===== src/rtl/i2c_tgt_pkg.sv =====
package i2c_tgt_pkg;
  localparam int unsigned BYTE_W = 8;
  localparam int unsigned ADDR_W = 7;

  typedef enum logic [2:0] {
    ST_IDLE,
    ST_START_WAIT,
    ST_ADDR,
    ST_ADDR_ACK,
    ST_TX_BYTE,
    ST_TX_ACK,
    ST_RX_BYTE,
    ST_RX_ACK
  } tgt_state_e;
endpackage


===== src/rtl/i2c_tgt_line_sync.sv =====
module i2c_tgt_line_sync #(
  parameter int unsigned STAGES = 2
) (
  input  logic clk_i,
  input  logic rst_ni,
  input  logic scl_i,
  input  logic sda_i,
  output logic scl_o,
  output logic sda_o,
  output logic scl_rise_o,
  output logic scl_fall_o,
  output logic start_o,
  output logic stop_o
);
  logic [STAGES-1:0] scl_pipe_q, sda_pipe_q;
  logic scl_prev_q, sda_prev_q;

  always_ff @(posedge clk_i or negedge rst_ni) begin
    if (!rst_ni) begin
      scl_pipe_q <= '1;
      sda_pipe_q <= '1;
      scl_prev_q <= 1'b1;
      sda_prev_q <= 1'b1;
    end else begin
      scl_pipe_q <= {scl_pipe_q[STAGES-2:0], scl_i};
      sda_pipe_q <= {sda_pipe_q[STAGES-2:0], sda_i};
      scl_prev_q <= scl_o;
      sda_prev_q <= sda_o;
    end
  end

  assign scl_o      = scl_pipe_q[STAGES-1];
  assign sda_o      = sda_pipe_q[STAGES-1];
  assign scl_rise_o = scl_o & ~scl_prev_q;
  assign scl_fall_o = ~scl_o & scl_prev_q;
  // SDA edges while SCL stays high
  assign start_o    = scl_o & scl_prev_q & sda_prev_q & ~sda_o;
  assign stop_o     = scl_o & scl_prev_q & ~sda_prev_q & sda_o;
endmodule


===== src/rtl/i2c_tgt_ring_buf.sv =====
module i2c_tgt_ring_buf #(
  parameter  int unsigned DEPTH = 8,
  parameter  int unsigned WIDTH = 8,
  localparam int unsigned AW    = $clog2(DEPTH)
) (
  input  logic             clk_i,
  input  logic             rst_ni,
  input  logic             push_i,
  input  logic [WIDTH-1:0] wdata_i,
  input  logic             pop_i,
  output logic [WIDTH-1:0] rdata_o,
  output logic             full_o,
  output logic             empty_o,
  output logic [AW-1:0]    level_o
);
  logic [WIDTH-1:0] mem_q [DEPTH];
  logic [AW-1:0]    head_q, tail_q;
  logic             do_push, do_pop;

  assign empty_o = (head_q == tail_q);
  assign full_o  = ((head_q + AW'(1)) == tail_q);
  assign level_o = head_q - tail_q;
  assign rdata_o = mem_q[tail_q];
  assign do_push = push_i & ~full_o;
  assign do_pop  = pop_i & ~empty_o;

  always_ff @(posedge clk_i or negedge rst_ni) begin
    if (!rst_ni) begin
      head_q <= '0;
      tail_q <= '0;
    end else begin
      if (do_push) head_q <= head_q + AW'(1);
      if (do_pop)  tail_q <= tail_q + AW'(1);
    end
  end

  always_ff @(posedge clk_i) begin
    if (do_push) mem_q[head_q] <= wdata_i;
  end


  ring_full_drop_chk: assert property (@(posedge clk_i) disable iff (!rst_ni)
    (push_i && full_o && !pop_i) |=> $stable(head_q));

  ring_level_step_chk: assert property (@(posedge clk_i) disable iff (!rst_ni)
    (push_i && !full_o && !pop_i) |=> (level_o == $past(level_o) + AW'(1)));

  ring_empty_pop_chk: assert property (@(posedge clk_i) disable iff (!rst_ni)
    (pop_i && empty_o && !push_i) |=> $stable(tail_q));
endmodule


===== src/rtl/i2c_tgt_engine.sv =====
module i2c_tgt_engine
  import i2c_tgt_pkg::*;
#(
  parameter  int unsigned STRETCH_CYC = 8,
  localparam int unsigned SW          = $clog2(STRETCH_CYC + 1)
) (
  input  logic              clk_i,
  input  logic              rst_ni,
  input  logic [ADDR_W-1:0] own_addr_i,
  input  logic              scl_s_i,
  input  logic              sda_s_i,
  input  logic              scl_rise_i,
  input  logic              scl_fall_i,
  input  logic              start_i,
  input  logic              stop_i,
  input  logic [BYTE_W-1:0] tx_data_i,
  input  logic              tx_empty_i,
  input  logic              rx_full_i,
  output logic              tx_pop_o,
  output logic              rx_push_o,
  output logic [BYTE_W-1:0] rx_data_o,
  output logic              scl_oe_o,
  output logic              sda_oe_o
);
  tgt_state_e        state_q, state_d;
  logic [BYTE_W-1:0] shreg_q, shreg_d;
  logic [3:0]        bitcnt_q, bitcnt_d;
  logic              rd_q, rd_d, nack_q, nack_d, sda_oe_q, sda_oe_d;
  logic              stretch_go;
  logic [SW-1:0]     stretch_q;
  logic              byte_done;

  assign byte_done = (bitcnt_q == 4'd8);

  always_comb begin
    state_d    = state_q;
    shreg_d    = shreg_q;
    bitcnt_d   = bitcnt_q;
    rd_d       = rd_q;
    nack_d     = nack_q;
    sda_oe_d   = sda_oe_q;
    stretch_go = 1'b0;
    tx_pop_o   = 1'b0;
    rx_push_o  = 1'b0;
    if (stop_i) begin
      state_d  = ST_IDLE;
      sda_oe_d = 1'b0;
    end else if (start_i) begin
      state_d  = ST_START_WAIT;
      sda_oe_d = 1'b0;
    end else begin
      unique case (state_q)
        ST_IDLE: ;
        ST_START_WAIT: begin
          if (scl_fall_i) begin
            state_d    = ST_ADDR;
            bitcnt_d   = '0;
            stretch_go = 1'b1;
          end
        end
        ST_ADDR: begin
          if (scl_rise_i) begin
            shreg_d  = {shreg_q[BYTE_W-2:0], sda_s_i};
            bitcnt_d = bitcnt_q + 4'd1;
          end else if (scl_fall_i && byte_done) begin
            if (shreg_q == '0 || shreg_q[BYTE_W-1:1] == own_addr_i) begin
              rd_d       = shreg_q[0];
              sda_oe_d   = 1'b1;
              state_d    = ST_ADDR_ACK;
              stretch_go = 1'b1;
            end else begin
              state_d = ST_IDLE;
            end
          end
        end
        ST_ADDR_ACK: begin
          if (scl_fall_i) begin
            bitcnt_d = '0;
            if (!rd_q) begin
              sda_oe_d   = 1'b0;
              state_d    = ST_RX_BYTE;
              stretch_go = 1'b1;
            end else if (tx_empty_i) begin
              sda_oe_d = 1'b0;
              state_d  = ST_IDLE;
            end else begin
              tx_pop_o   = 1'b1;
              shreg_d    = tx_data_i;
              sda_oe_d   = ~tx_data_i[BYTE_W-1];
              state_d    = ST_TX_BYTE;
              stretch_go = 1'b1;
            end
          end
        end
        ST_TX_BYTE: begin
          if (scl_rise_i) begin
            bitcnt_d = bitcnt_q + 4'd1;
          end else if (scl_fall_i) begin
            if (byte_done) begin
              sda_oe_d   = 1'b0;
              state_d    = ST_TX_ACK;
              stretch_go = 1'b1;
            end else begin
              shreg_d  = {shreg_q[BYTE_W-2:0], 1'b0};
              sda_oe_d = ~shreg_q[BYTE_W-2];
            end
          end
        end
        ST_TX_ACK: begin
          if (scl_rise_i) begin
            nack_d = sda_s_i;
          end else if (scl_fall_i) begin
            bitcnt_d = '0;
            if (nack_q || tx_empty_i) begin
              sda_oe_d = 1'b0;
              state_d  = ST_IDLE;
            end else begin
              tx_pop_o   = 1'b1;
              shreg_d    = tx_data_i;
              sda_oe_d   = ~tx_data_i[BYTE_W-1];
              state_d    = ST_TX_BYTE;
              stretch_go = 1'b1;
            end
          end
        end
        ST_RX_BYTE: begin
          if (scl_rise_i) begin
            shreg_d  = {shreg_q[BYTE_W-2:0], sda_s_i};
            bitcnt_d = bitcnt_q + 4'd1;
          end else if (scl_fall_i && byte_done) begin
            rx_push_o  = ~rx_full_i;
            sda_oe_d   = 1'b1;
            state_d    = ST_RX_ACK;
            stretch_go = 1'b1;
          end
        end
        ST_RX_ACK: begin
          if (scl_fall_i) begin
            sda_oe_d   = 1'b0;
            bitcnt_d   = '0;
            state_d    = ST_RX_BYTE;
            stretch_go = 1'b1;
          end
        end
        default: state_d = ST_IDLE;
      endcase
    end
  end

  always_ff @(posedge clk_i or negedge rst_ni) begin
    if (!rst_ni) begin
      state_q   <= ST_IDLE;
      shreg_q   <= '0;
      bitcnt_q  <= '0;
      rd_q      <= 1'b0;
      nack_q    <= 1'b0;
      sda_oe_q  <= 1'b0;
      stretch_q <= '0;
    end else begin
      state_q  <= state_d;
      shreg_q  <= shreg_d;
      bitcnt_q <= bitcnt_d;
      rd_q     <= rd_d;
      nack_q   <= nack_d;
      sda_oe_q <= sda_oe_d;
      if (stretch_go)          stretch_q <= SW'(STRETCH_CYC);
      else if (stretch_q != 0) stretch_q <= stretch_q - SW'(1);
    end
  end

  assign rx_data_o = shreg_q;
  assign sda_oe_o  = sda_oe_q;
  assign scl_oe_o  = (stretch_q != '0);


  sda_edge_chk: assert property (@(posedge clk_i) disable iff (!rst_ni)
    (!$stable(sda_oe_q) && !$past(start_i || stop_i)) |-> !scl_s_i);

  stretch_low_chk: assert property (@(posedge clk_i) disable iff (!rst_ni)
    $rose(scl_oe_o) |-> !scl_s_i);

  rx_ack_hold_chk: assert property (@(posedge clk_i) disable iff (!rst_ni)
    (state_q == ST_RX_ACK) |-> sda_oe_o);
endmodule


===== src/rtl/i2c_tgt_ring.sv =====
module i2c_tgt_ring
  import i2c_tgt_pkg::*;
#(
  parameter  int unsigned DEPTH       = 8,
  parameter  int unsigned STRETCH_CYC = 8,
  parameter  int unsigned SYNC_STAGES = 2,
  localparam int unsigned AW          = $clog2(DEPTH)
) (
  input  logic              clk_i,
  input  logic              rst_ni,
  input  logic [ADDR_W-1:0] own_addr_i,
  input  logic              scl_i,
  input  logic              sda_i,
  output logic              scl_oe_o,
  output logic              sda_oe_o,
  input  logic              tx_push_i,
  input  logic [BYTE_W-1:0] tx_data_i,
  output logic              tx_full_o,
  output logic              tx_empty_o,
  input  logic              rx_pop_i,
  output logic [BYTE_W-1:0] rx_data_o,
  output logic              rx_empty_o,
  output logic [AW-1:0]     rx_count_o
);
  logic              scl_s, sda_s, scl_rise, scl_fall, start_det, stop_det;
  logic              tx_pop, rx_push, rx_full;
  logic [BYTE_W-1:0] tx_head_byte, rx_wbyte;
  logic [AW-1:0]     tx_level;

  i2c_tgt_line_sync #(.STAGES(SYNC_STAGES)) u_sync (
    .clk_i      (clk_i),
    .rst_ni     (rst_ni),
    .scl_i      (scl_i),
    .sda_i      (sda_i),
    .scl_o      (scl_s),
    .sda_o      (sda_s),
    .scl_rise_o (scl_rise),
    .scl_fall_o (scl_fall),
    .start_o    (start_det),
    .stop_o     (stop_det)
  );

  i2c_tgt_engine #(.STRETCH_CYC(STRETCH_CYC)) u_engine (
    .clk_i      (clk_i),
    .rst_ni     (rst_ni),
    .own_addr_i (own_addr_i),
    .scl_s_i    (scl_s),
    .sda_s_i    (sda_s),
    .scl_rise_i (scl_rise),
    .scl_fall_i (scl_fall),
    .start_i    (start_det),
    .stop_i     (stop_det),
    .tx_data_i  (tx_head_byte),
    .tx_empty_i (tx_empty_o),
    .rx_full_i  (rx_full),
    .tx_pop_o   (tx_pop),
    .rx_push_o  (rx_push),
    .rx_data_o  (rx_wbyte),
    .scl_oe_o   (scl_oe_o),
    .sda_oe_o   (sda_oe_o)
  );

  i2c_tgt_ring_buf #(.DEPTH(DEPTH), .WIDTH(BYTE_W)) u_tx_ring (
    .clk_i   (clk_i),
    .rst_ni  (rst_ni),
    .push_i  (tx_push_i),
    .wdata_i (tx_data_i),
    .pop_i   (tx_pop),
    .rdata_o (tx_head_byte),
    .full_o  (tx_full_o),
    .empty_o (tx_empty_o),
    .level_o (tx_level)
  );

  i2c_tgt_ring_buf #(.DEPTH(DEPTH), .WIDTH(BYTE_W)) u_rx_ring (
    .clk_i   (clk_i),
    .rst_ni  (rst_ni),
    .push_i  (rx_push),
    .wdata_i (rx_wbyte),
    .pop_i   (rx_pop_i),
    .rdata_o (rx_data_o),
    .full_o  (rx_full),
    .empty_o (rx_empty_o),
    .level_o (rx_count_o)
  );


  tx_pop_nonempty_chk: assert property (@(posedge clk_i) disable iff (!rst_ni)
    tx_pop |-> !tx_empty_o);

  tx_full_level_chk: assert property (@(posedge clk_i) disable iff (!rst_ni)
    tx_full_o |-> (tx_level == AW'(DEPTH - 1)));
endmodule


===== config.mk =====
export PLATFORM = sky130hd
export DESIGN_NAME = i2c_tgt_ring
export DESIGN_NICKNAME = d
export VERILOG_FILES = /design/src/rtl/i2c_tgt_pkg.sv /design/src/rtl/i2c_tgt_line_sync.sv /design/src/rtl/i2c_tgt_ring_buf.sv /design/src/rtl/i2c_tgt_engine.sv /design/src/rtl/i2c_tgt_ring.sv
export SDC_FILE = /design/constraint.sdc
export NUM_CORES = 1
export LEC_CHECK = 0
export BUFFER_PORTS_ARGS = -buffer_cell sky130_fd_sc_hd__buf_2
export CAP_MARGIN = 20
export CORE_MARGIN = 4
export CORE_UTILIZATION = 25
export DETAILED_ROUTE_END_ITERATION = 16
export MAX_ROUTING_LAYER = met4
export PLACE_DENSITY = 0.44
export SYNTH_ARGS = -nofsm -noshare
export SYNTH_HDL_FRONTEND = slang
export SYNTH_SLANG_ARGS = --single-unit

===== constraint.sdc =====
create_clock -name clk_i -period 2.6 [get_ports clk_i]
set_input_delay 0.26 -clock clk_i [delete_from_list [all_inputs] [get_ports clk_i]]
set_output_delay 0.26 -clock clk_i [all_outputs]
set_load 0.1 [all_outputs]

* Word-level counts from Yosys, hierarchy flattened
Memories as Yosys holds them, arrays and structs flattened.
Index checks and enable logic that the tools add are counted.
** Storage, ports and cells
- Logic and storage cells :: 191
- Bits in writable memories :: 128
- Memories kept :: 2
- Output and inout port bits :: 16
- Bits in registers :: 40
** Cells by class
- Reduce and logical (&&, ||, !) cells :: 20
- Bitwise gates (word level) :: 24
- Equal/unequal tests :: 37
- Add/subtract/negate cells :: 7
- Mux-type cells :: 86
** Memories
- u_rx_ring.mem_q :: depth 8, width 8, read ports 1, clocked after Yosys merged registers in 0, wr ports 1, RTL line i2c_tgt_ring_buf.sv:16 : logic [WIDTH-1:0] mem_q [DEPTH];
- u_tx_ring.mem_q :: depth 8, width 8, read ports 1, clocked after Yosys merged registers in 0, wr ports 1, RTL line i2c_tgt_ring_buf.sv:16
** Operators by type and width (count)
- two-way mux 8 bit :: 10
- two-way mux 3 bit :: 17
- two-way mux 1 bit :: 47
- != test 4 x 3 -> 1 bit, second input constant :: 9
- one-hot mux 8 bit (4 select lines) :: 1
- AND reduction 13 bit :: 2
- one-hot mux 3 bit (7 select lines) :: 1
- two-way mux 4 bit :: 5
- != test 4 bit, second input constant :: 4
- inverter 1 bit :: 13
- adder 3 x 1 -> 3 bit, second input constant :: 4
- == test 3 bit :: 4
- == test 3 bit, second input constant :: 4
- != test 2 x 1 -> 1 bit, second input constant :: 6
- one-hot mux 1 bit (6 select lines) :: 2
- one-hot mux 4 bit (3 select lines) :: 1
- AND reduction 12 bit :: 1
- bitwise AND 1 bit :: 11
- != test 2 bit, second input constant :: 5
- nonzero test 9 bit :: 1
- logical NOT 8 bit :: 1
- nonzero test 4 bit :: 2
- nonzero test 8 bit :: 1
- == test 7 bit :: 1
- other kinds (17) :: 21

* Logic depth before layout (Yosys ltp)
Gate-level depths: netlist (run 1).
- Depth after elaboration :: 11
- Mapped depth :: 8
- Depth with buffers taken out :: 8

* By module
From an unflattened synthesis (run 1), not the netlist that was laid out.
** Unflattened totals
- Cell total of the unflattened synthesis :: 474
- Area, all modules :: 7796.2 um2
** By module, submodules not included
- i2c_tgt_ring_buf :: instances 2, area each 3029.2 um2, cells each 148, seq. area each 2072.0 um2
- i2c_tgt_engine :: instances 1, area each 1547.7 um2, cells each 168, seq. area each 550.5 um2
- i2c_tgt_line_sync :: instances 1, area each 190.2 um2, cells each 10, seq. area each 157.7 um2

* Least setup slack after synthesis (run 1)
Ideal clock, no wire load.
- Path kind :: flip-flop to flip-flop
- Start point :: reg u_tx_ring.tail_q[1]
- End point :: reg u_engine.stretch_q[3]
- Period minus slack after synthesis :: 3.004 ns
- Arrival time :: 2.877 ns
- Buffers on the path :: 1
- Setup slack :: -0.404 ns
- Required time :: 2.473 ns
- Stages on the path, launching flop included :: 8
- Cell sequence :: dfrtp_1 buf_4 xor2_1 nor3_2 nor2_1 o31ai_1 o41ai_1 or2_2
** On the way
- Cells in the longest elaborated chain, start to end :: 9
** RTL lines
- start: declaration :: RTL line i2c_tgt_ring_buf.sv:17 : logic [AW-1:0] head_q, tail_q;
- start signal: assignment :: RTL line i2c_tgt_ring_buf.sv:33 : if (do_pop) tail_q <= tail_q + AW'(1);
- == test 3 bit * :: RTL line i2c_tgt_ring_buf.sv:20 : assign empty_o = (head_q == tail_q);
- via tx_empty_o :: RTL line i2c_tgt_ring.sv:19 : output logic tx_empty_o,
- logical OR 1 bit :: RTL line i2c_tgt_engine.sv:114 : if (nack_q || tx_empty_i) begin
- two-way mux 1 bit :: RTL line i2c_tgt_engine.sv:114
- two-way mux 1 bit :: RTL line i2c_tgt_engine.sv:112 : end else if (scl_fall_i) begin
- two-way mux 1 bit :: RTL line i2c_tgt_engine.sv:110 : if (scl_rise_i) begin
- one-hot mux 1 bit (6 select lines) * :: RTL line i2c_tgt_engine.sv:52 : unique case (state_q)
- two-way mux 1 bit * :: RTL line i2c_tgt_engine.sv:48 : end else if (start_i) begin
- two-way mux 1 bit * :: RTL line i2c_tgt_engine.sv:45 : if (stop_i) begin
- two-way mux 4 bit / nonzero test 2 bit (equally long branches)
- end signal: assignment :: RTL line i2c_tgt_engine.sv:166 : if (stretch_go) stretch_q <= SW'(STRETCH_CYC);
- end signal: assignment :: RTL line i2c_tgt_engine.sv:167 : else if (stretch_q != 0) stretch_q <= stretch_q - SW'(1);
- end: declaration :: RTL line i2c_tgt_engine.sv:30 : logic [SW-1:0] stretch_q;
The timed path passes the listed nets; every way through them passes the cells marked *.
A chain may end at the register's enable or synchronous reset.

* Worst setup path in the final report (run 1)
- Start point :: reg u_rx_ring.tail_q[0]
- End point :: out rx_data_o[2]
** On the way
- Cells in the longest elaborated chain, start to end :: 1
** RTL lines
- start: declaration :: RTL line i2c_tgt_ring_buf.sv:17
- start signal: assignment :: RTL line i2c_tgt_ring_buf.sv:33
- memory (8 x 8 bit)
- end: declaration :: RTL line i2c_tgt_ring.sv:21 : output logic [BYTE_W-1:0] rx_data_o,
No other way between the ends.

==> run_results.csv, run 1 <==
group,metric,value,unit
floorplanning,std_cell_rows,62,
drt,vias,4015,
yosys,synth_top_family_by_area,"multiplexers",
yosys,synth.mux.area_fraction,14.4,%
power,p_leak,0.00309,uW
clock_tree,cts_buffer_depth,2,
placed_design,hpwlAfterDp,10.2,mm
global_routing,overflow,0,
yosys,synth-xor-area-share,3.22,%
yosys,synth_top_area_share,53.0,%
clock_tree,clk_latency,430,ps
power,power.density,1250,nW/um2
drt,dr.pass1.iters,4,
drt,postRouteAntennaNets,0,
flow_run,maxCapViolCount,0,
critical_path,rr_startpoint,"u_engine.bitcnt_q[0]",
run_status,outcome,"finished, violations left",
drt,vias_per_cell,4.35,
finish,area_delta_synth_final,20.7,%
drt,wire_per_inst,16.1,um
floorplanning,initial_utilization,25.3,%
floorplanning,coreArea,28700,um2
floorplanning,die_h,178,um
critical_path,rr_endpoint,"u_rx_ring.mem_q[0][3]",
timing,totalNegativeSetupSlack,0,ps
yosys,syn_avg_cell_area,16.0,um2
critical_path,required,2340,ps
floorplanning,die-area,31800,um2
finish,instances_no_fill,923,
timing,tightest_slew,968,ps
critical_path,r2r.worst_path.cells,8,
finish,drive_gt1_share,30.4,%
critical_path,crit_path_max_fanout,19,
yosys,synth_most_common_cell,"edfxtp_1",
placed_design,placed_cells,889,
critical_path,crit_slowest_cell,"mux4_2",
power,ir_worst_vdd,0.506,mV
timing,finalSetupViolations,0,
global_routing,grt_max_degree,41,
critical_path,cp_num_buf_inv,2,
floorplanning,io-pin-count,37,
yosys,yosysTopAreaCell,"edfxtp_1",
critical_path,worstSetupEndpointType,"primary output",
finish,regArea,4850,um2
global_routing,antenna_found_initial,0,
timing,timing.fmax,416,MHz
timing,skew,10.9,ps
clock_tree,ctsHtreeMaxLevel,4,
clock_tree,clock-sinks,168,
timing,fin_hold_ws,-12.6,ps
yosys,ys_ff_latch,168,
yosys,synth_compound_area_share,5.00,%
yosys,ys.flop_type,"edfxtp_1",
run_status,violations,"negative hold slack",
drt,drt-total-wl,14.9,mm
yosys,synthTopCellsByArea,"edfxtp_1 (53%), dfrtp_1 (12%), mux4_2 (9.9%)",
global_routing,grt_first_pass_wirelength,23.8,mm
placed_design,io_buffers,36,
timing,fin_crit,2400,ps
yosys,synth.yosys.seq_area_share,66.9,%
yosys,synth_cell_types,50,
yosys,synth_nets,486,
yosys,syn_inst,455,
yosys,yosys.area_share.simple,6.81,%
global_routing,grt.total_usage,10.3,%
yosys,synthArstFlopShare,23.8,%
critical_path,crit_type,"flop to primary output",
yosys,synth_edf_count,128,
timing,fin_crit_sh,92.4,%
clock_tree,cts_tree,"done",
yosys,synth_common_cells,"edfxtp_1 (128), dfrtp_1 (34), nand2_1 (34), mux4_2 (32), nor2_1 (25)",
critical_path,cp.arrival,2140,ps
yosys,ys_warn_count,0,
timing,rsz0062_at_grt,"false",
global_routing,first_global_vias,4270,
floorplanning,die_width,178,um
clock_tree,post_cts_resized,0,
critical_path,critPathTopFamily,"multiplexers",
clock_tree,numCtsBuffers,17,
finish,fin_nets,557,
finish,final_area,8760,um2
critical_path,rrSetupSlack,300,ps
finish,fillers,2882,
finish,n_antenna_cell,0,
clock_tree,clkTransAtPathRegs,60,ps
placed_design,placed_cell_area,8140,um2
timing,hold_viol_final,14,
clock_tree,root_buffer,"clkbuf_16",
drt,drc,0,
finish,multiInputGateArea,2280,um2
drt,drt_iter0_drc,209,
worst_hold_path,hp-class,"input port to asynchronous set/reset pin",
critical_path,cpPeakStageDelay,560,ps
critical_path,crit_path_start_kind,"flop",
placed_design,gp_congestion,0.824,
critical_path,path_cells,"buf_12 > mux4_2 > mux2_2 > buf_2",
timing,slew_violations,0,
timing,max_slew_margin,35.5,%
yosys,synthAdderAreaFrac,1.83,%
yosys,syn-cell-area,7260,um2
-- layer usage --
| layer | vias to the layer above | wire length (um) | global-route usage, % | share of wire, % |
|---|---|---|---|---|
| met3 | 18 | 591 | 2.14 | 4.0 |
| met1 | 2005 | 6410 | 12.5 | 43 |
| met5 | - | 0 | - | 0 |
| met4 | 0 | 266 | 4.41 | 1.8 |
| met2 | 95 | 7630 | 16.7 | 51 |
| li1 | 1897 | - | - | - |
-- power by group --
group | switching (uW) | total (uW) | internal [uW] | leakage, uW
combinational | 2910 | 4570 | 1660 | 0.00115
sequential | 419 | 3860 | 3440 | 0.00164
clock | 1150 | 2530 | 1380 | 0.000289
total | 4480 | 11000 | 6480 | 0.00309
-- worst reg2reg max path: cells and delay by family (launching register included) --
kind	cells	cell delay [ps]
adders and majority gates	1	170
and+or+nand+nor	4	800
DFF	1	420
AOI/OAI and AO/OA	1	340
buffers and inverters	2	280
-- layout make-up --
class | instances | share of cell area [%]
clock inverter | 15 | 1.97
sequential | 168 | 55.4
timing repair buffer | 68 | 5.51
multi-input combinational | 254 | 26.1
clock buffer | 17 | 4.86
tap | 384 | 5.48
inverter | 17 | 0.728
-- worst max-delay path by stage --
stage / startpoint / to / slack [ps] / cells after the start
detailed placement: u_engine.rx_data_o[2] / u_engine.stretch_q[0] / 250 / 7
global placement: u_engine.rx_data_o[2] / u_engine.stretch_q[0] / 300 / 7
CTS: u_rx_ring.tail_q[0] / rx_count_o[2] / 150 / 5
global route: u_engine.bitcnt_q[0] / u_rx_ring.mem_q[1][1] / 50 / 8
finish: u_rx_ring.tail_q[0] / rx_data_o[2] / 200 / 4
floorplan: u_tx_ring.tail_q[1] / u_engine.stretch_q[3] / 90 / 7
-- registers in the layout, indices dropped and copies added, names as in the netlist --
| name | cells |
|---|---|
| u_rx_ring.head_q | 3 |
| u_sync.scl_pipe_q | 2 |
| u_tx_ring.head_q | 3 |
| u_engine.rx_data_o | 8 |
| u_engine.bitcnt_q | 4 |
| u_sync.sda_pipe_q | 2 |
| u_engine.nack_q | 1 |
| u_sync.sda_prev_q | 1 |
| u_engine.state_q | 3 |
| u_rx_ring.tail_q | 3 |
| u_engine.sda_oe_o | 1 |
| u_tx_ring.mem_q | 64 |
| u_engine.stretch_q | 4 |
| u_tx_ring.tail_q | 3 |
| u_rx_ring.mem_q | 64 |
| u_sync.scl_prev_q | 1 |
| u_engine.rd_q | 1 |
-- through the flow --
step	utilization (%)	worst slack [ps]	power, uW
final	30.5	198	11000
after global placement	28.4	296	8460
after global routing	30.5	53.8	11600
after floorplan	-	85.7	7320
after CTS	30.5	153	11100
after detailed placement	28.4	246	8560
-- cell usage in the layout (no fill, tap or decap), types with 4 or more instances in the layout --
cell type and instances:
a21oi_1 12, buf_12 4, buf_2 33, buf_4 29, clkbuf_16 17, dfrtp_1 34, dfstp_2 6, edfxtp_1 128
ha_1 9, inv_1 17, inv_6 4, inv_8 6, mux2_2 21, mux2i_1 9, mux4_2 32, nand2_1 34
nand2b_1 7, nand3_1 7, nor2_1 25, nor3_1 7, o21ai_0 21, o31ai_1 4, xnor2_1 17, xor2_1 5
-- logic make-up (layout without fill, tap and decap cells) --
logic type,after synthesis,after routing
adder cells (fa/ha/maj),10,10
multiplexers,62,62
buffers and inverters,33,117
AND/OR/NAND/NOR,102,102
AO/OA/AOI/OAI,55,55
flip-flops,168,168
XOR/XNOR,25,25
-- repair_timing --
item | 4_1_cts | 5_1_grt
setup endpoints to repair | 0 | 0
buffers inserted | 0 | 0
hold buffers | 2 | 0
endpoints found under the hold margin | 2 | 0
Note: power is estimated with default switching activity, not from simulation.
==> run 2: changes to the inputs <==
--- a/config.mk
+++ b/config.mk
@@ -6,7 +6,8 @@
 export NUM_CORES = 1
 export LEC_CHECK = 0
 export BUFFER_PORTS_ARGS = -buffer_cell sky130_fd_sc_hd__buf_2
-export CAP_MARGIN = 20
+export CAP_MARGIN = 40
+export CORE_ASPECT_RATIO = 0.8
 export CORE_MARGIN = 4
 export CORE_UTILIZATION = 25
 export DETAILED_ROUTE_END_ITERATION = 16
==> run 2 against run 1 <==
The flow now finishes without violations; first-iteration DRC count shrank 2.4%; clock power decreased by 2%; cell count shrank 0.87%; count of clock-buffer cells in the layout rose by 1; sequential share of layout area fell by 0.10 points; critical path depth up 1; setup slack worse by 16 ps; sequential power is 1% lower; sequential cell count unchanged; die area barely moved; clock skew barely moved; non-clock buffer count is 5 higher; critical endpoint is now rx_count_o[2].
==> run_results.csv, run 2 (synthesis gave the netlist of run 1 again) <==
group,metric,value,unit
floorplanning,die-area,31800,um2
timing,totalNegativeSetupSlack,0,ps
critical_path,rr_startpoint,"u_engine.bitcnt_q[0]",
clock_tree,clkTransAtPathRegs,70,ps
clock_tree,ctsHtreeMaxLevel,4,
worst_hold_path,hold_end,"u_tx_ring.mem_q[6][6]",
clock_tree,clock-sinks,168,
power,power.density,1250,nW/um2
drt,drt-total-wl,15.9,mm
global_routing,antenna_found_initial,1,
critical_path,worstSetupEndpointType,"primary output",
finish,drive_gt1_share,30.3,%
worst_hold_path,hp-class,"input port to flop",
critical_path,crit_path_max_fanout,19,
finish,fin_nets,562,
worst_hold_path,min_path_cells,1,
critical_path,required,2340,ps
placed_design,gp_congestion,0.821,
clock_tree,cts_buffer_depth,2,
finish,final_cell_mix,"edfxtp_1 (128), nand2_1 (34), dfrtp_1 (34), buf_2 (33)",
finish,area_delta_synth_final,20.9,%
drt,vias_per_cell,4.44,
timing,finalSetupViolations,0,
drt,postRouteAntennaNets,0,
timing,skew,11.3,ps
placed_design,hpwlAfterDp,10.7,mm
clock_tree,cts_tree,"done",
floorplanning,io-pin-count,37,
power,p_leak,0.00310,uW
critical_path,cpMostUsedCell,"buf_12",
floorplanning,die_h,160,um
timing,fin_crit_sh,93.0,%
power,p_total,11000,uW
critical_path,cpPeakStageDelay,470,ps
placed_design,placed_cells,879,
critical_path,critPathTopFamily,"adder cells",
global_routing,grt.total_usage,10.6,%
timing,timing.fmax,414,MHz
drt,drt_iter0_drc,204,
timing,rsz0062_at_grt,"false",
power,ir_worst_vdd,0.591,mV
timing,tightest_slew,556,ps
drt,drc,0,
run_status,outcome,"finished, final reports clean",
clock_tree,numCtsBuffers,17,
finish,multiInputGateArea,2280,um2
critical_path,rr_endpoint,"u_rx_ring.mem_q[1][7]",
global_routing,grt_first_pass_wirelength,24.8,mm
clock_tree,cts_setup_buffers,0,
global_routing,grt_max_degree,35,
worst_hold_path,min_from,"tx_data_i[6]",
critical_path,crit_slowest_cell,"fa_1",
critical_path,path_cells,"buf_12 > ha_1 > fa_1 > xnor2_2 > buf_12",
placed_design,io_buffers,36,
finish,layout_commonest_cell,"edfxtp_1",
finish,regArea,4850,um2
critical_path,cp.arrival,2160,ps
critical_path,crit_type,"flop to primary output",
critical_path,rrSetupSlack,300,ps
floorplanning,coreArea,28400,um2
timing,hold_viol_final,0,
critical_path,crit_path_start_kind,"flop",
drt,vias,4067,
drt,wire_per_inst,17.3,um
clock_tree,post_cts_resized,0,
finish,fillers,2784,
timing,max_slew_margin,62.6,%
timing,slew_violations,0,
critical_path,r2r.worst_path.cells,8,
timing,fin_crit,2420,ps
global_routing,overflow,0,
clock_tree,clk_latency,420,ps
floorplanning,initial_utilization,25.5,%
drt,dr.pass1.iters,5,
clock_tree,root_buffer,"clkbuf_16",
global_routing,first_global_vias,4193,
finish,instances_no_fill,915,
critical_path,cp_num_buf_inv,2,
floorplanning,die_width,199,um
floorplanning,std_cell_rows,55,
flow_run,maxCapViolCount,0,
run 2: changes by cell type in the layout (fill, tap and decap cells not counted), moves of 2 or more:
cell      change
buf_4         +3
clkinv_1      +2
clkinv_4      +2
inv_8         -6
run 2: through the flow:
stage | util, % | area, um2 | worst slack (ps) | hold WS [ps]
after global placement | 28.7 | 8150 | 346 | 350
after global routing | 30.9 | 8780 | 99.9 | 99.5
final | 30.9 | 8780 | 183 | 109
after detailed placement | 28.7 | 8170 | 322 | 129
after floorplan | - | 7270 | 85.7 | -35.6
after CTS | 30.9 | 8780 | 136 | 83.4
run 2: power by group:
group | switching [uW] | total [uW] | internal (uW)
clock network | 1050 | 2470 | 1420
logic | 3020 | 4710 | 1690
registers | 374 | 3820 | 3450
run 2: worst max path at each step:
stage,end,slack [ps],depth (start not counted),startpoint
2_1_floorplan,u_engine.stretch_q[3],90,7,u_tx_ring.tail_q[1]
3_3_place_gp,u_engine.stretch_q[0],350,7,u_engine.rx_data_o[3]
3_5_place_dp,u_rx_ring.mem_q[0][1],320,8,u_engine.bitcnt_q[0]
4_1_cts,rx_count_o[2],140,5,u_rx_ring.tail_q[0]
5_1_grt,rx_count_o[2],100,5,u_rx_ring.tail_q[0]
6_report,rx_count_o[2],180,5,u_rx_ring.tail_q[0]
run 2: layout make-up:
class                      instances  area share (%)
antenna                            1          0.0285
clock buffer                      18            4.89
clock inverter                    14            1.68
inverter                          17           0.727
multi-input combinational        254            26.0
sequential                       168            55.3
tap                              370            5.27
timing repair buffer              73            6.10
run 2: what timing repair did:
item / 4_1_cts / 5_1_grt
hold buffers: 3 / 0
hold endpoints to repair: 36 / 0
endpoints found under the setup margin: 0 / 0
run 2: routing by layer:
layer  vias up  wire length, um  global-route usage (%)
met3        10              604                    2.73
met4         0              112                    2.80
met5         -                0                       -
li1       1897                -                       -
met2        84             7530                    16.4
met1      2076             7620                    14.0
run 2: worst reg2reg max path: cells and delay by family, from the launching register on:
| family | cells | cell delay (ps) |
|---|---|---|
| buf+inv | 2 | 290 |
| simple gates | 4 | 770 |
| compound gates | 1 | 350 |
| flops | 1 | 420 |
| fa+ha+maj | 1 | 170 |
==> run 3: changes to the inputs <==
--- a/config.mk
+++ b/config.mk
@@ -10,9 +10,10 @@
 export CORE_ASPECT_RATIO = 0.8
 export CORE_MARGIN = 4
 export CORE_UTILIZATION = 25
+export CTS_CLUSTER_DIAMETER = 120
 export DETAILED_ROUTE_END_ITERATION = 16
 export MAX_ROUTING_LAYER = met4
-export PLACE_DENSITY = 0.44
+export PLACE_DENSITY = 0.42
 export SYNTH_ARGS = -nofsm -noshare
 export SYNTH_HDL_FRONTEND = slang
 export SYNTH_SLANG_ARGS = --single-unit
==> constraint.sdc (replaced) <==
create_clock -name clk_i -period 2.3 [get_ports clk_i]
set_input_delay 0.345 -clock clk_i [delete_from_list [all_inputs] [get_ports clk_i]]
set_output_delay 0.345 -clock clk_i [all_outputs]
set_load 0.1 [all_outputs]
==> run 3 against run 2 <==
The run now ends with negative setup slack left; cell area increased by 4.3%; clock power up 10%; power increased by 20%; register-to-register slack worse by 150 ps; die area is the same; routed wire length is 1.7% higher; clock skew decreased by 2.6 ps; worst hold slack better by 79 ps; global-route usage up 0.39 points; combinational power grew 33%; sequential share of layout area decreased by 2.3 points; setup slack worse by 220 ps; critical endpoint is now rx_data_o[2]; largest power group unchanged.
==> run_results.csv, run 3 (synthesis gave the netlist of run 1 again) <==
group,metric,value,unit
run_status,violations,"negative setup slack",
finish,layout_commonest_cell,"edfxtp_1",
clock_tree,clk_latency,430,ps
timing,totalNegativeSetupSlack,-163,ps
power,power.density,1440,nW/um2
drt,drc,0,
finish,area_delta_synth_final,26.2,%
floorplanning,std_cell_rows,55,
placed_design,io_buffers,36,
clock_tree,clkTransAtPathRegs,60,ps
critical_path,crit_path_max_fanout,8,
placed_design,gp_congestion,0.831,
critical_path,required,1960,ps
floorplanning,coreArea,28400,um2
drt,wl_met3,746,um
critical_path,r2r.worst_path.cells,4,
timing,rsz0062_at_grt,"true",
drt,drt-total-wl,16.1,mm
global_routing,antenna_found_initial,1,
timing,finalSetupViolations,9,
drt,wl_met2,7.56,mm
global_routing,grt_max_degree,41,
global_routing,first_global_vias,4416,
flow_run,maxCapViolCount,0,
floorplanning,die_width,199,um
placed_design,hpwlAfterDp,11.4,mm
finish,drive_gt1_share,35.0,%
timing,fin_crit_sh,102,%
drt,wire_per_inst,17.3,um
global_routing,grt.total_usage,11.0,%
finish,final_cell_mix,"edfxtp_1 (128), buf_4 (46), nand2_1 (34), mux4_2 (32), dfrtp_1 (31)",
finish,fin_nets,578,
run_status,outcome,"finished, violations left",
global_routing,overflow,0,
critical_path,rr_startpoint,"u_sync.scl_prev_q",
critical_path,rr_endpoint,"u_engine.rx_data_o[5]",
clock_tree,clock-sinks,168,
timing,timing.fmax,428,MHz
power,p_leak,0.00327,uW
critical_path,cp.arrival,1990,ps
drt,vias_per_cell,4.43,
critical_path,worstSetupEndpointType,"primary output",
critical_path,crit_path_start_kind,"flop",
timing,max_slew_margin,63.8,%
drt,drt-met1-wl,7.55,mm
floorplanning,die_h,160,um
timing,fin_ws,-34.9,ps
clock_tree,cts_buffer_depth,2,
critical_path,rrSetupSlack,150,ps
drt,routed.top_layer,"met4",
global_routing,grt_first_pass_wirelength,25.6,mm
timing,skew,8.71,ps
worst_hold_path,min_from,"tx_data_i[3]",
power,ir_worst_vdd,0.595,mV
worst_hold_path,hold_end,"u_tx_ring.mem_q[2][3]",
clock_tree,root_buffer,"clkbuf_16",
clock_tree,cts_tree,"done",
timing,fin_hold_ws,188,ps
timing,hold_viol_final,0,
floorplanning,io-pin-count,37,
drt,drt_iter0_drc,372,
power,p_total,13200,uW
drt,postRouteAntennaNets,0,
worst_hold_path,hp-class,"input port to flop",
floorplanning,die-area,31800,um2
drt,vias,4121,
clock_tree,ctsHtreeMaxLevel,4,
timing,tightest_slew,543,ps
finish,fillers,2746,
drt,dr.pass1.iters,4,
finish,multiInputGateArea,2360,um2
worst_hold_path,min_path_cells,1,
placed_design,placed_cell_area,8350,um2
timing,fin_crit,2330,ps
finish,final_area,9160,um2
clock_tree,numCtsBuffers,17,
floorplanning,initial_utilization,25.5,%
timing,slew_violations,0,
critical_path,crit_type,"flop to primary output",
finish,regArea,4860,um2
==> run 3: cell count changes in the layout (fill, tap and decap cells not counted), moves of 3 or more <==
cell	before	now
buf_4	32	46
buf_12	5	18
buf_2	33	22
mux2_2	21	13
mux2_4	0	8
clkinvlp_4	3	6
dfrtp_1	34	31
dfrtp_2	0	3
nor3_1	7	4
nor3_2	0	3
==> run 3: repair_timing <==
item / in CTS / in global routing
pin swaps: 2 / 0
resized for setup: 42 / 9
setup buffers: 2 / 0
endpoints found under the hold margin: 25 / 0
hold buffers: 3 / 0
setup endpoints to repair: 9 / 78
cloned: 1 / 0
==> run 3: metal layers <==
metal  vias to the layer above  global-route usage [%]
li1                       1927                       -
met1                      2068                    14.5
met4                         0                    3.82
met5                         -                       -
met3                        20                    3.19
met2                       106                    16.3
==> run 3: how the worst max path moves through the flow <==
stage                              from                    end  slack [ps]  depth (start not counted)
global placement      u_sync.scl_prev_q  u_rx_ring.mem_q[1][5]         130                          6
finish              u_rx_ring.tail_q[0]           rx_data_o[2]         -30                          4
CTS                 u_rx_ring.tail_q[0]           rx_data_o[5]        -140                          5
global route        u_rx_ring.tail_q[0]           rx_data_o[2]        -110                          4
floorplan           u_tx_ring.tail_q[1]  u_engine.stretch_q[3]        -190                          7
detailed placement    u_sync.scl_prev_q  u_rx_ring.mem_q[0][1]         130                          6
==> run 3: worst max-delay path: stages, from the launching register on <==
cell,delay (ps)
dfrtp_2,420
buf_12,150
mux4_2,520
mux2_4,300
buf_12,170
==> run 3: report_power, final <==
part	switching (uW)	total [uW]	leakage, uW	internal, uW
clock network	1190	2720	0.000264	1530
registers	361	4260	0.00164	3900
logic	3610	6250	0.00137	2630
total	5170	13200	0.00327	8060
==> run 3: layout make-up <==
cell class | instances | share of cell area, %
flip-flops and latches | 168 | 53.0
repair buffers | 89 | 9.23
multi-input cells | 254 | 25.8
well taps | 370 | 5.05
diodes | 1 | 0.0273
clock buffers | 19 | 4.84
inverters | 17 | 0.738
clock inverters | 13 | 1.31
==> run 3: per-stage QoR <==
step | utilization [%] | cells | setup WS [ps]
after floorplan | - | 455 | -191
after global placement | 29.4 | 893 | 132
after detailed placement | 29.4 | 893 | 126
after CTS | 32.2 | 931 | -145
after global routing | 32.2 | 931 | -107
final | 32.2 | 931 | -34.9
